--- src/rtl/wbg_pkg.sv ---
package wbg_pkg;
  // fixed AXI4 field widths used by the shim
  localparam int unsigned LEN_W   = 8;
  localparam int unsigned SIZE_W  = 3;
  localparam int unsigned BURST_W = 2;
  localparam int unsigned RESP_W  = 2;

  // width needed to hold a count of n
  function automatic int unsigned cnt_width(input int unsigned n);
    return (n < 2) ? 1 : $clog2(n + 1);
  endfunction
endpackage

--- src/rtl/wbg_addr_track.sv ---
module wbg_addr_track (
  input  logic clk,
  input  logic rst_n,
  input  logic up_awvalid,
  input  logic dn_awready,
  input  logic b_hs,
  output logic up_awready,
  output logic dn_awvalid,
  output logic aw_hs,
  output logic busy
);
  // address channel is only offered while nothing is open
  assign dn_awvalid = up_awvalid & ~busy;
  assign up_awready = dn_awready & ~busy;
  assign aw_hs      = up_awvalid & dn_awready & ~busy;

  always_ff @(posedge clk) begin
    if (!rst_n)     busy <= 1'b0;
    else if (aw_hs) busy <= 1'b1;
    else if (b_hs)  busy <= 1'b0;
  end

  // an accepted address opens the write
  a_r2_open_after_aw: assert property (@(posedge clk) disable iff (!rst_n)
    aw_hs |=> busy);
  // a response handshake closes the write
  a_r3_close_on_b: assert property (@(posedge clk) disable iff (!rst_n)
    (busy && b_hs) |=> !busy);
endmodule

--- src/rtl/wbg_first_beat.sv ---
module wbg_first_beat (
  input  logic clk,
  input  logic rst_n,
  input  logic aw_hs,
  input  logic b_hs,
  input  logic busy,
  input  logic up_wvalid,
  output logic hold
);
  // armed out of reset and at every transaction boundary; released once
  // the address is held and the master is offering its first beat
  always_ff @(posedge clk) begin
    if (!rst_n)                hold <= 1'b1;
    else if (aw_hs || b_hs)    hold <= 1'b1;
    else if (busy && up_wvalid) hold <= 1'b0;
  end

  // re-armed after each boundary handshake
  a_r4_rearm: assert property (@(posedge clk) disable iff (!rst_n)
    (aw_hs || b_hs) |=> hold);
endmodule

--- src/rtl/wbg_gap_timer.sv ---
module wbg_gap_timer #(
  parameter int unsigned GAP_CYCLES = 15
) (
  input  logic clk,
  input  logic rst_n,
  input  logic beat_hs,
  output logic gap_on
);
  localparam int unsigned CNT_W = wbg_pkg::cnt_width(GAP_CYCLES);
  localparam logic [CNT_W-1:0] LOAD = CNT_W'(GAP_CYCLES);

  generate
    if (GAP_CYCLES == 0) begin : g_nogap
      logic unused_beat;
      assign unused_beat = beat_hs;
      assign gap_on = 1'b0;
    end else begin : g_gap
      logic [CNT_W-1:0] cnt;
      always_ff @(posedge clk) begin
        if (!rst_n)            cnt <= '0;
        else if (beat_hs)      cnt <= LOAD;
        else if (cnt != '0)    cnt <= cnt - 1'b1;
      end
      assign gap_on = (cnt != '0);

      // each accepted beat starts a gap
      a_r5_gap_after_beat: assert property (@(posedge clk) disable iff (!rst_n)
        beat_hs |=> gap_on);
      // no beat is accepted during a gap, so it counts down undisturbed
      a_r5_count_down: assert property (@(posedge clk) disable iff (!rst_n)
        (cnt != '0) |=> (cnt == $past(cnt) - 1'b1));
    end
  endgenerate
endmodule

--- src/rtl/wr_beat_gap_shim.sv ---
module wr_beat_gap_shim #(
  parameter int unsigned ADDR_W     = 32,
  parameter int unsigned DATA_W     = 64,
  parameter int unsigned ID_W       = 4,
  parameter int unsigned GAP_CYCLES = 15
) (
  input  logic                        clk,
  input  logic                        rst_n,
  input  logic                        up_awvalid,
  output logic                        up_awready,
  input  logic [ID_W-1:0]             up_awid,
  input  logic [ADDR_W-1:0]           up_awaddr,
  input  logic [wbg_pkg::LEN_W-1:0]   up_awlen,
  input  logic [wbg_pkg::SIZE_W-1:0]  up_awsize,
  input  logic [wbg_pkg::BURST_W-1:0] up_awburst,
  input  logic                        up_wvalid,
  output logic                        up_wready,
  input  logic [DATA_W-1:0]           up_wdata,
  input  logic [DATA_W/8-1:0]         up_wstrb,
  input  logic                        up_wlast,
  output logic                        up_bvalid,
  input  logic                        up_bready,
  output logic [ID_W-1:0]             up_bid,
  output logic [wbg_pkg::RESP_W-1:0]  up_bresp,
  output logic                        dn_awvalid,
  input  logic                        dn_awready,
  output logic [ID_W-1:0]             dn_awid,
  output logic [ADDR_W-1:0]           dn_awaddr,
  output logic [wbg_pkg::LEN_W-1:0]   dn_awlen,
  output logic [wbg_pkg::SIZE_W-1:0]  dn_awsize,
  output logic [wbg_pkg::BURST_W-1:0] dn_awburst,
  output logic                        dn_wvalid,
  input  logic                        dn_wready,
  output logic [DATA_W-1:0]           dn_wdata,
  output logic [DATA_W/8-1:0]         dn_wstrb,
  output logic                        dn_wlast,
  input  logic                        dn_bvalid,
  output logic                        dn_bready,
  input  logic [ID_W-1:0]             dn_bid,
  input  logic [wbg_pkg::RESP_W-1:0]  dn_bresp
);
  logic aw_hs, busy, b_hs, hold, gap_on, w_pass, beat_hs;

  // payloads pass untouched
  assign dn_awid    = up_awid;
  assign dn_awaddr  = up_awaddr;
  assign dn_awlen   = up_awlen;
  assign dn_awsize  = up_awsize;
  assign dn_awburst = up_awburst;
  assign dn_wdata   = up_wdata;
  assign dn_wstrb   = up_wstrb;
  assign dn_wlast   = up_wlast;
  assign up_bvalid  = dn_bvalid;
  assign dn_bready  = up_bready;
  assign up_bid     = dn_bid;
  assign up_bresp   = dn_bresp;

  assign b_hs = dn_bvalid & up_bready;

  wbg_addr_track u_addr (
    .clk        (clk),
    .rst_n      (rst_n),
    .up_awvalid (up_awvalid),
    .dn_awready (dn_awready),
    .b_hs       (b_hs),
    .up_awready (up_awready),
    .dn_awvalid (dn_awvalid),
    .aw_hs      (aw_hs),
    .busy       (busy)
  );

  wbg_first_beat u_first (
    .clk       (clk),
    .rst_n     (rst_n),
    .aw_hs     (aw_hs),
    .b_hs      (b_hs),
    .busy      (busy),
    .up_wvalid (up_wvalid),
    .hold      (hold)
  );

  wbg_gap_timer #(.GAP_CYCLES(GAP_CYCLES)) u_gap (
    .clk     (clk),
    .rst_n   (rst_n),
    .beat_hs (beat_hs),
    .gap_on  (gap_on)
  );

  // both sides of the data channel are gated by the same term, so a beat
  // moves on the slave side exactly when it moves on the master side
  assign w_pass    = ~hold & ~gap_on;
  assign dn_wvalid = up_wvalid & w_pass;
  assign up_wready = dn_wready & w_pass;
  assign beat_hs   = dn_wvalid & dn_wready;

  // the first-beat hold is always armed while no write is open
  a_r4_armed_when_idle: assert property (@(posedge clk) disable iff (!rst_n)
    !busy |-> hold);
  // no beat reaches the slave outside an open write
  a_r4_no_beat_idle: assert property (@(posedge clk) disable iff (!rst_n)
    !busy |-> !(dn_wvalid && dn_wready));
  // responses only close an open write
  a_r8_b_only_open: assert property (@(posedge clk) disable iff (!rst_n)
    (up_bvalid && up_bready) |-> busy);
endmodule

--- config.mk ---
export PLATFORM = sky130hd
export DESIGN_NAME = wr_beat_gap_shim
export DESIGN_NICKNAME = d
export VERILOG_FILES = /design/src/rtl/wbg_pkg.sv /design/src/rtl/wbg_addr_track.sv /design/src/rtl/wbg_first_beat.sv /design/src/rtl/wbg_gap_timer.sv /design/src/rtl/wr_beat_gap_shim.sv
export SDC_FILE = /design/constraint.sdc
export NUM_CORES = 1
export LEC_CHECK = 0
export ABC_CLOCK_PERIOD_IN_PS = 3000
export BUFFER_PORTS_ARGS = -buffer_cell sky130_fd_sc_hd__buf_2
export CORE_AREA = 2 2 106 108
export CTS_CLUSTER_SIZE = 25
export DETAILED_ROUTE_END_ITERATION = 6
export DIE_AREA = 0 0 108 110
export HOLD_SLACK_MARGIN = 0.05
export PLACE_DENSITY = 0.45
export SLEW_MARGIN = 10
export SYNTH_ARGS = -nofsm -noshare
export SYNTH_HDL_FRONTEND = slang
export SYNTH_SLANG_ARGS = --single-unit
--- constraint.sdc ---
create_clock -name clk -period 3 [get_ports clk]
set_input_delay 0.15 -clock clk [delete_from_list [all_inputs] [get_ports clk]]
set_output_delay 0.15 -clock clk [all_outputs]
set_load 0.01 [all_outputs]
---- Yosys cells after proc, flatten, opt, wreduce, memory -nomap -nowiden ----
Cells that the tools add are included.
word-level totals
  bits in registers ....................... 6
  bits of input ports ..................... 136
  output and inout bits ................... 134
  logic and storage cells ................. 27
cells by class
  add/subtract/negate cells ............... 1
  mux-type cells .......................... 4
  bitwise operators ....................... 13
  reductions and logical operators ........ 6
operators by type and width
  cell                                                                number
  1-bit AND                                                           9
  4-bit two-way mux                                                   2
  1-bit inverter                                                      4
  2-bit nonzero test                                                  2
  4-bit nonzero test                                                  1
  4-bit by 1-bit subtractor with 4-bit output, second input constant  1
  1-bit two-way mux                                                   2
  2-bit OR reduction                                                  1
  1-bit logical AND                                                   1
  1-bit logical OR                                                    1

---- Logic depth before layout (Yosys ltp) ----
Gate-level depths: netlist of the first run.
  depth in word-level cells ............... 6
  mapped depth ............................ 6
  gate-level depth less buffers ........... 5

---- By module ----
Synthesis of the first run repeated with hierarchy kept, for this count alone.
unflattened totals
  cell total of the unflattened synthesis .. 164
  area total of the unflattened synthesis .. 1313.8 um2
by module, submodules not included
  module            times used  cells an instance  area each (um2)  seq. area each (um2)
  wr_beat_gap_shim  1           134                1009.7           0.0
  wbg_gap_timer     1           21                 207.7            80.1
  wbg_addr_track    1           6                  58.8             20.0
  wbg_first_beat    1           3                  37.5             20.0

---- Worst setup path after synthesis of the first run ----
No wires, ideal clock.
  path type ............................... register to output
  start point ............................. register u_gap.g_gap.cnt[0]
  end point ............................... output port dn_wvalid
  data arrival time ....................... 1.360 ns
  required time ........................... 2.850 ns
  setup slack ............................. 1.490 ns
  cell stages (with the launch flop) ...... 6
  buffers on the path ..................... 1
  path through ............................ dfxtp_1 inv_1 ha_1 or3b_1 buf_2 nor3b_1
between the ends
  longest elaborated chain between the ends .. 4
RTL lines
  item                    line                    text
  start, declared         wbg_gap_timer.sv:18     logic [CNT_W-1:0] cnt;
  start signal, assigned  wbg_gap_timer.sv:22     else if (cnt != '0) cnt <= cnt - 1'b1;
  4-bit nonzero test      wbg_gap_timer.sv:24     assign gap_on = (cnt != '0);
  1-bit inverter          wr_beat_gap_shim.sv:91  assign w_pass = ~hold & ~gap_on;
  1-bit AND               wr_beat_gap_shim.sv:91
  1-bit AND               wr_beat_gap_shim.sv:92  assign dn_wvalid = up_wvalid & w_pass;
  end, declared           wr_beat_gap_shim.sv:32  output logic dn_wvalid,
Every way passes these cells.

---- Worst setup path in the final report of the first run ----
Same ends and word-level chain as after synthesis.

==> qor.yml, run 1 <==
seq_power_share_pct: 32.5
worstMarginPinSlew_ps: 282
setup_tns_ps: 0
start_util_pct: 12.3
cts.hold.buffers_added: 0
p_per_area_mw_per_mm2: 680
worst_ir_drop_vdd_v: 0.000153
grt_start_max_net_pins: 7
fp-row-count: 38
worst_clock_skew_ps: 0.425
dp.cells: 189
synth_area_leader_cell: "buf_4"
final_layout_size_suffix_gt1_share_pct: 34.6
synth_area_mm2: 0.00131
place_ws_ps: 1420
critPathCaptureType: "primary output"
cts.repair.resized: 0
max_slew_margin_pct: 81.0
cts-buffers-inserted: 3
p_sw_uw: 138
hp-class: "in2reg"
async_reset_ff_share_pct: 0
switching_share_pct: 33.0
detailed_place_hpwl_mm: 2.31
cts_root_buf: "clkbuf_8"
nets: 192
core_area_mm2: 0.0107
max_cap_violations: 0
hold_viol: 0
final_util_pct: 5.74
yosys_register_bits: 6
drv_slew: 0
cp.required_ps: 2850
stdcell_area_um2: 614
syn_area_per_cell_um2: 7.87
synth_common_cells: "buf_4 (130), dfxtp_1 (6), nand2_1 (6)"
clockBufferDepth: 2
dpl_cell_area_um2: 573
synth_ff_type: "dfxtp_1"
intPower_uw: 280
finalSetupViolCount: 0
dieArea_mm2: 0.0119
synthesis.nets: 305
fillers: 1267
synth_enable_flop_cells: 0
post-route-drc-count: 0
multi_input_area_um2: 205
gp_routability_congestion: 0.687
p_clk_share_pct: 28.1
synth_cell_types: 21
ys_top_cells_by_area: "buf_4 (74%), dfxtp_1 (9.1%), ha_1 (1.9%)"
whs_ps: 183
die_y_um: 110
synth_top_area_share_pct: 74.3
cts_htree_levels: 1
grt_overflow_total: 0
synth.yosys.warnings: 0
firstDrtPassIters: 4
fp.dieW_um: 108
power.total_uw: 418
antenna_found_initial: 0
p_leak_nw: 0.226
clock_latency_ps: 220
status: "finished clean"
grt_pass1_wl_mm: 3.47
ys_seq_area_share_pct: 9.14
fin_ws_ps: 1180
grt_pass1_vias: 528
cp_max_fo: 6
ant_nets: 0
cp.arrival_ps: 1670
seqCellArea_um2: 120
drtIter0Drc: 16
cts.sinks: 6
startpoint_type: "flop"
cts.clk_slew.worst_paths_ps: 30
combPwrFrac_pct: 39.5
synthCells: 167
cts_setup_buffers: 0
vias: 485
antenna_cells: 0
io_pins: 270
grtUsageTotal_pct: 4.27
cts_tree: "built"
fmax_mhz: 548
final_cell_count_no_fill: 192
wl_mm: 2.75
yosysMostFrequentCell: "buf_4"
worstSetupPathType: "reg2out"
avgViaCountPerCell: 2.53
rsz0062_at_grt: "no"
period_minus_slack_ps: 1820
routedWlPerCell_um: 14.3
areaGrowthSynthToFinish_pct: -53.2
period_share_pct: 60.8
port_buffers: 13
==> critical path, stage by stage, from the launching register on <==
cell     delay [ps]
dfxtp_1         340
inv_1            90
ha_1            190
or3b_1          450
nor3b_1         230
buf_2           160
==> cells in the final DEF, fill, tap and decap left out, drive strengths merged <==
master and count:
buf 13, nand2 6, dfxtp 6, nor3b 3, clkbuf 3, inv 2, nor2b 2, nand3b 2
o211a 2, ha 2, nand2b 2, or3b 1, nor4 1, nor3 1, o311a 1, a21oi 1
o2111ai 1, xnor2 1, and3 1, a21boi 1
==> layout make-up <==
| cell class | instances | share of cell area [%] |
|---|---|---|
| clock buffer | 3 | 6.72 |
| inverter | 2 | 1.22 |
| multi-input combinational | 28 | 33.4 |
| sequential | 6 | 19.6 |
| tap | 140 | 28.5 |
| timing repair buffer | 13 | 10.6 |
==> cell families after synthesis <==
kind of cell,share of synthesized area [%]
compound gates,3.90
simple gates,9.14
fa+ha+maj,1.90
xor+xnor,0.667
flops,9.14
buf+inv,75.2
==> path summary, 6_finish.rpt <==
check                                  start  slack [ps]                         endpoint  cells past startpoint
min reg2reg         u_addr.busy$_SDFFE_PN0P_         500         u_addr.busy$_SDFFE_PN0P_                      2
max reg2reg  u_gap.g_gap.cnt[0]$_SDFFE_PN0P_        1430  u_gap.g_gap.cnt[0]$_SDFFE_PN0P_                      5
max          u_gap.g_gap.cnt[0]$_SDFFE_PN0P_        1180                        dn_wvalid                      5
min                                    rst_n         180        u_first.hold$_SDFFE_PP1P_                      2
==> routing by layer <==
layer	GRT usage (%)	routed length, um
met5	0	0
met4	8.88	531
met3	5.58	763
met2	4.36	936
met1	1.97	520
==> power by group through the flow <==
stage                     Combinational, mW  Clock [mW]  Sequential [mW]
after global routing                  0.192       0.130            0.140
after detailed placement              0.167           0            0.136
after floorplan                       0.316           0            0.128
final                                 0.165       0.117            0.136
after CTS                             0.168       0.121            0.135
after global placement                0.162           0            0.134
==> state kept, by name, summed over array words and instances, names as in the netlist <==
signal and flops:
u_gap.g_gap.cnt 4, u_addr.busy 1, u_first.hold 1
Power figures use the tool's default switching activity.
==> run 2: changes to the inputs <==
ABC_CLOCK_PERIOD_IN_PS = 1900   (was 3000)
CORE_AREA = 2 2 104 106   (was 2 2 106 108)
DIE_AREA = 0 0 106 108   (was 0 0 108 110)
PLACE_DENSITY = 0.47   (was 0.45)
clock period = 1.9 ns   (was 3 ns; I/O delays follow)
==> qor.yml, run 2 (same netlist as run 1, synthesis figures left out) <==
core_area_mm2: 0.0102
grt_pass1_vias: 495
cts-buffers-inserted: 3
hp-class: "in2reg"
io_pins: 270
worst_clock_skew_ps: 4.58
final_cell_count_no_fill: 189
grt_start_max_net_pins: 7
cts_htree_levels: 1
largest_register: "u_gap.g_gap.cnt"
max_cap_violations: 0
firstDrtPassIters: 3
p_per_area_mw_per_mm2: 1080
nets: 193
largest_reg_flops: 4
final_cell_mix: "buf_2 (13), nand2_1 (6), dfxtp_1 (6)"
startpoint_type: "flop"
grt_overflow_total: 0
fp-row-count: 37
antenna_cells: 0
stdcell_area_um2: 617
clock_latency_ps: 230
worstSetupPathType: "reg2out"
routedWlPerCell_um: 15.3
hold_viol: 0
dp.cells: 186
power.total_uw: 669
final_common_cell: "buf_2"
max_slew_margin_pct: 84.0
port_buffers: 13
cts.sinks: 6
drv_slew: 0
worstMarginPinSlew_ps: 238
grtUsageTotal_pct: 4.62
wl_mm: 2.89
vias: 490
cts.hold.buffers_added: 0
p_leak_nw: 0.231
slowest_delay_ps: 450
areaGrowthSynthToFinish_pct: -53.0
cts_tree: "built"
slowest_stage: "or3b_1"
final_layout_size_suffix_gt1_share_pct: 35.8
grt_pass1_wl_mm: 3.68
avgViaCountPerCell: 2.59
fillers: 1192
fmax_mhz: 565
rsz0062_at_grt: "no"
status: "finished clean"
period_minus_slack_ps: 1770
die_y_um: 108
period_share_pct: 93.2
final_util_pct: 6.03
gp_routability_congestion: 0.687
cts.repair.resized: 0
worst_ir_drop_vdd_v: 0.000445
cts_setup_buffers: 0
reg_top3: "u_gap.g_gap.cnt (4), u_addr.busy (1), u_first.hold (1)"
clockBufferDepth: 2
whs_ps: 168
dieArea_mm2: 0.0114
post-route-drc-count: 0
cp.required_ps: 1800
critical_path.top_delay_family: "simple AND/OR/NAND/NOR gates"
cp.arrival_ps: 1680
setup_tns_ps: 0
cp_max_fo: 6
fin_ws_ps: 129
cts.clk_slew.worst_paths_ps: 40
place_ws_ps: 370
critPathBufInv: 2
ant_nets: 0
detailed_place_hpwl_mm: 2.46
start_util_pct: 12.8
drtIter0Drc: 5
antenna_found_initial: 0
fp.dieW_um: 106
finalSetupViolCount: 0
crit_chain: "inv_1 -> ha_1 -> or3b_1 -> nor3b_1 -> buf_2"
critPathCaptureType: "primary output"
cts_root_buf: "clkbuf_8"
dpl_cell_area_um2: 576
[run 2: changes by cell type in the layout (fill, tap and decap cells not counted)]
| cell | previous run | this run |
|---|---|---|
| buf_4 | 0 | 1 |
[run 2: power breakdown]
part           switching, mW  internal [mW]  total, mW  leakage, nW
Clock                 0.0645          0.137      0.202       0.0216
Sequential            0.0430          0.169      0.212       0.0497
Combinational          0.118          0.138      0.256        0.159
Total                  0.225          0.444      0.669        0.231
[run 2: path summary, 6_finish.rpt]
| path | endpoint | cells after the start | slack [ps] | start |
|---|---|---|---|---|
| setup / recovery | dn_wvalid | 5 | 130 | u_gap.g_gap.cnt[0]$_SDFFE_PN0P_ |
| hold / removal | u_first.hold$_SDFFE_PP1P_ | 3 | 170 | up_bready |
| setup reg to reg | u_gap.g_gap.cnt[1]$_SDFFE_PN0P_ | 5 | 370 | u_gap.g_gap.cnt[0]$_SDFFE_PN0P_ |
| hold reg to reg | u_addr.busy$_SDFFE_PN0P_ | 2 | 510 | u_addr.busy$_SDFFE_PN0P_ |
[run 2: cell type report]
type / count / area (um^2) / share of cell area (%)
Sequential cell: 6 / 120 / 19.5
Inverter: 2 / 7.51 / 1.22
Tap cell: 136 / 170 / 27.6
Clock buffer: 3 / 41.3 / 6.69
Timing Repair Buffer: 14 / 72.6 / 11.8
Multi-Input combinational cell: 28 / 205 / 33.3
[run 2: tightest hold or removal path, cell delays in order]
cell and delay (ps):
buf_2 80, nand2_1 60, o2111ai_1 110
[run 2: routing by layer]
layer | vias up | wire (um) | track usage (%)
li1 | 163 | - | -
met1 | 181 | 719 | 3.25
met2 | 88 | 959 | 5.02
met3 | 58 | 791 | 5.79
met4 | 0 | 416 | 6.48
met5 | - | 0 | 0
==> run 3: changes to the inputs <==
==> constraint.sdc (replaced) <==
create_clock -name clk -period 1.9 [get_ports clk]
set_input_delay 0.19 -clock clk [delete_from_list [all_inputs] [get_ports clk]]
set_output_delay 0.19 -clock clk [all_outputs]
set_load 0.01 [all_outputs]
==> qor.yml, run 3 (same netlist as run 1, synthesis figures left out) <==
cts-buffers-inserted: 3
stdcell_area_um2: 639
period_share_pct: 93.1
cp.required_ps: 1710
avgViaCountPerCell: 2.55
reg_top3: "u_gap.g_gap.cnt (4), u_addr.busy (1), u_first.hold (1)"
critPathBufInv: 2
ant_nets: 0
clockBufferDepth: 2
cts_tree: "built"
grt_start_max_net_pins: 7
fp-row-count: 37
cts_htree_levels: 1
critPathCaptureType: "primary output"
min_from: "rst_n"
areaGrowthSynthToFinish_pct: -51.3
seqCellArea_um2: 120
status: "finished clean"
p_per_area_mw_per_mm2: 1130
fp.dieW_um: 106
fin_ws_ps: 131
period_minus_slack_ps: 1770
drv_slew: 0
cts.sinks: 6
detailed_place_hpwl_mm: 2.51
largest_register: "u_gap.g_gap.cnt"
crit_chain: "inv_2 -> ha_2 -> or3b_4 -> nor3b_2 -> buf_2"
vias: 485
place_ws_ps: 244
hp-class: "in2reg"
firstDrtPassIters: 2
worstMarginPinSlew_ps: 251
power.total_uw: 719
fmax_mhz: 565
cts.hold.buffers_added: 0
max_cap_violations: 0
grtUsageTotal_pct: 4.70
startpoint_type: "flop"
fillers: 1202
worstSetupPathType: "reg2out"
final_common_cell: "buf_2"
dpl_cell_area_um2: 576
slowest_delay_ps: 420
wl_mm: 2.94
final_util_pct: 6.25
nets: 194
grt_pass1_vias: 513
max_slew_margin_pct: 83.1
grt_pass1_wl_mm: 3.72
final_layout_size_suffix_gt1_share_pct: 46.3
critical_path.top_delay_family: "simple AND/OR/NAND/NOR gates"
cts_root_buf: "clkbuf_8"
routedWlPerCell_um: 15.5
slowest_stage: "or3b_4"
io_pins: 270
hold_viol: 0
r2r-start: "u_gap.g_gap.cnt[0]$_SDFFE_PN0P_"
cp_max_fo: 5
start_util_pct: 12.8
multi_input_area_um2: 220
p_leak_nw: 0.236
die_y_um: 108
post-route-drc-count: 0
worst_ir_drop_vdd_v: 0.000565
largest_reg_flops: 4
drtIter0Drc: 13
final_cell_count_no_fill: 190
startpoint: "u_gap.g_gap.cnt[0]$_SDFFE_PN0P_"
final_cell_mix: "buf_2 (13), nand2_1 (6), dfxtp_1 (6)"
dp.cells: 186
cp.arrival_ps: 1580
dieArea_mm2: 0.0114
gp_routability_congestion: 0.679
grt_overflow_total: 0
antenna_found_initial: 0
worst_clock_skew_ps: 1.86
clock_latency_ps: 220
antenna_cells: 0
finalSetupViolCount: 0
cts.clk_slew.worst_paths_ps: 40
core_area_mm2: 0.0102
port_buffers: 13
[run 3: cell count changes in the layout (fill, tap and decap cells not counted)]
cell,previous run,this run
nor3b_1,3,1
nor3b_2,0,2
buf_4,1,2
ha_1,2,1
ha_2,0,1
inv_1,2,1
inv_2,0,1
or3b_1,1,0
or3b_4,0,1
[run 3: power by group]
part	internal, mW	switching (mW)
sequential	0.169	0.0453
clock	0.137	0.0612
combinational	0.175	0.133
[run 3: area by class of cell]
cell class / count / share of cell area, %
clock buffers: 3 / 6.46
flip-flops and latches: 6 / 18.8
multi-input cells: 28 / 34.4
well taps: 136 / 26.6
repair buffers: 15 / 12.5
inverters: 2 / 1.17
[run 3: stage by stage]
step	TNS [ps]	hold slack, ps
global route	-1.59	252
finish	0	245
global placement	0	380
detailed placement	0	380
CTS	0	231
floorplan	0	271
[run 3: what timing repair did]
action	4_1_cts	5_1_grt
gates resized for setup	1	4
setup buffers	0	1
pin swaps	0	1
endpoints found under the setup margin	1	2
[run 3: final timing paths]
kind | endpoint | slack (ps) | cells after the start
setup / recovery | up_wready | 130 | 5
hold / removal | u_first.hold$_SDFFE_PP1P_ | 240 | 2
setup reg to reg | u_gap.g_gap.cnt[1]$_SDFFE_PN0P_ | 420 | 5
hold reg to reg | u_addr.busy$_SDFFE_PN0P_ | 510 | 2
[run 3: routing by layer]
metal	up-vias	track usage [%]	part of all wire (%)
li1	165	-	-
met1	172	3.33	24
met2	90	5.02	34
met3	58	6.03	28
met4	0	6.48	14
met5	-	0	0
[run 3: worst reg2reg max path, delay by kind of cell, from the launching register on]
kind,cells,cell delay [ps]
DFF,1,340
adders and majority gates,1,180
buffers and inverters,1,80
AOI/OAI and AO/OA,1,200
and+or+nand+nor,2,580
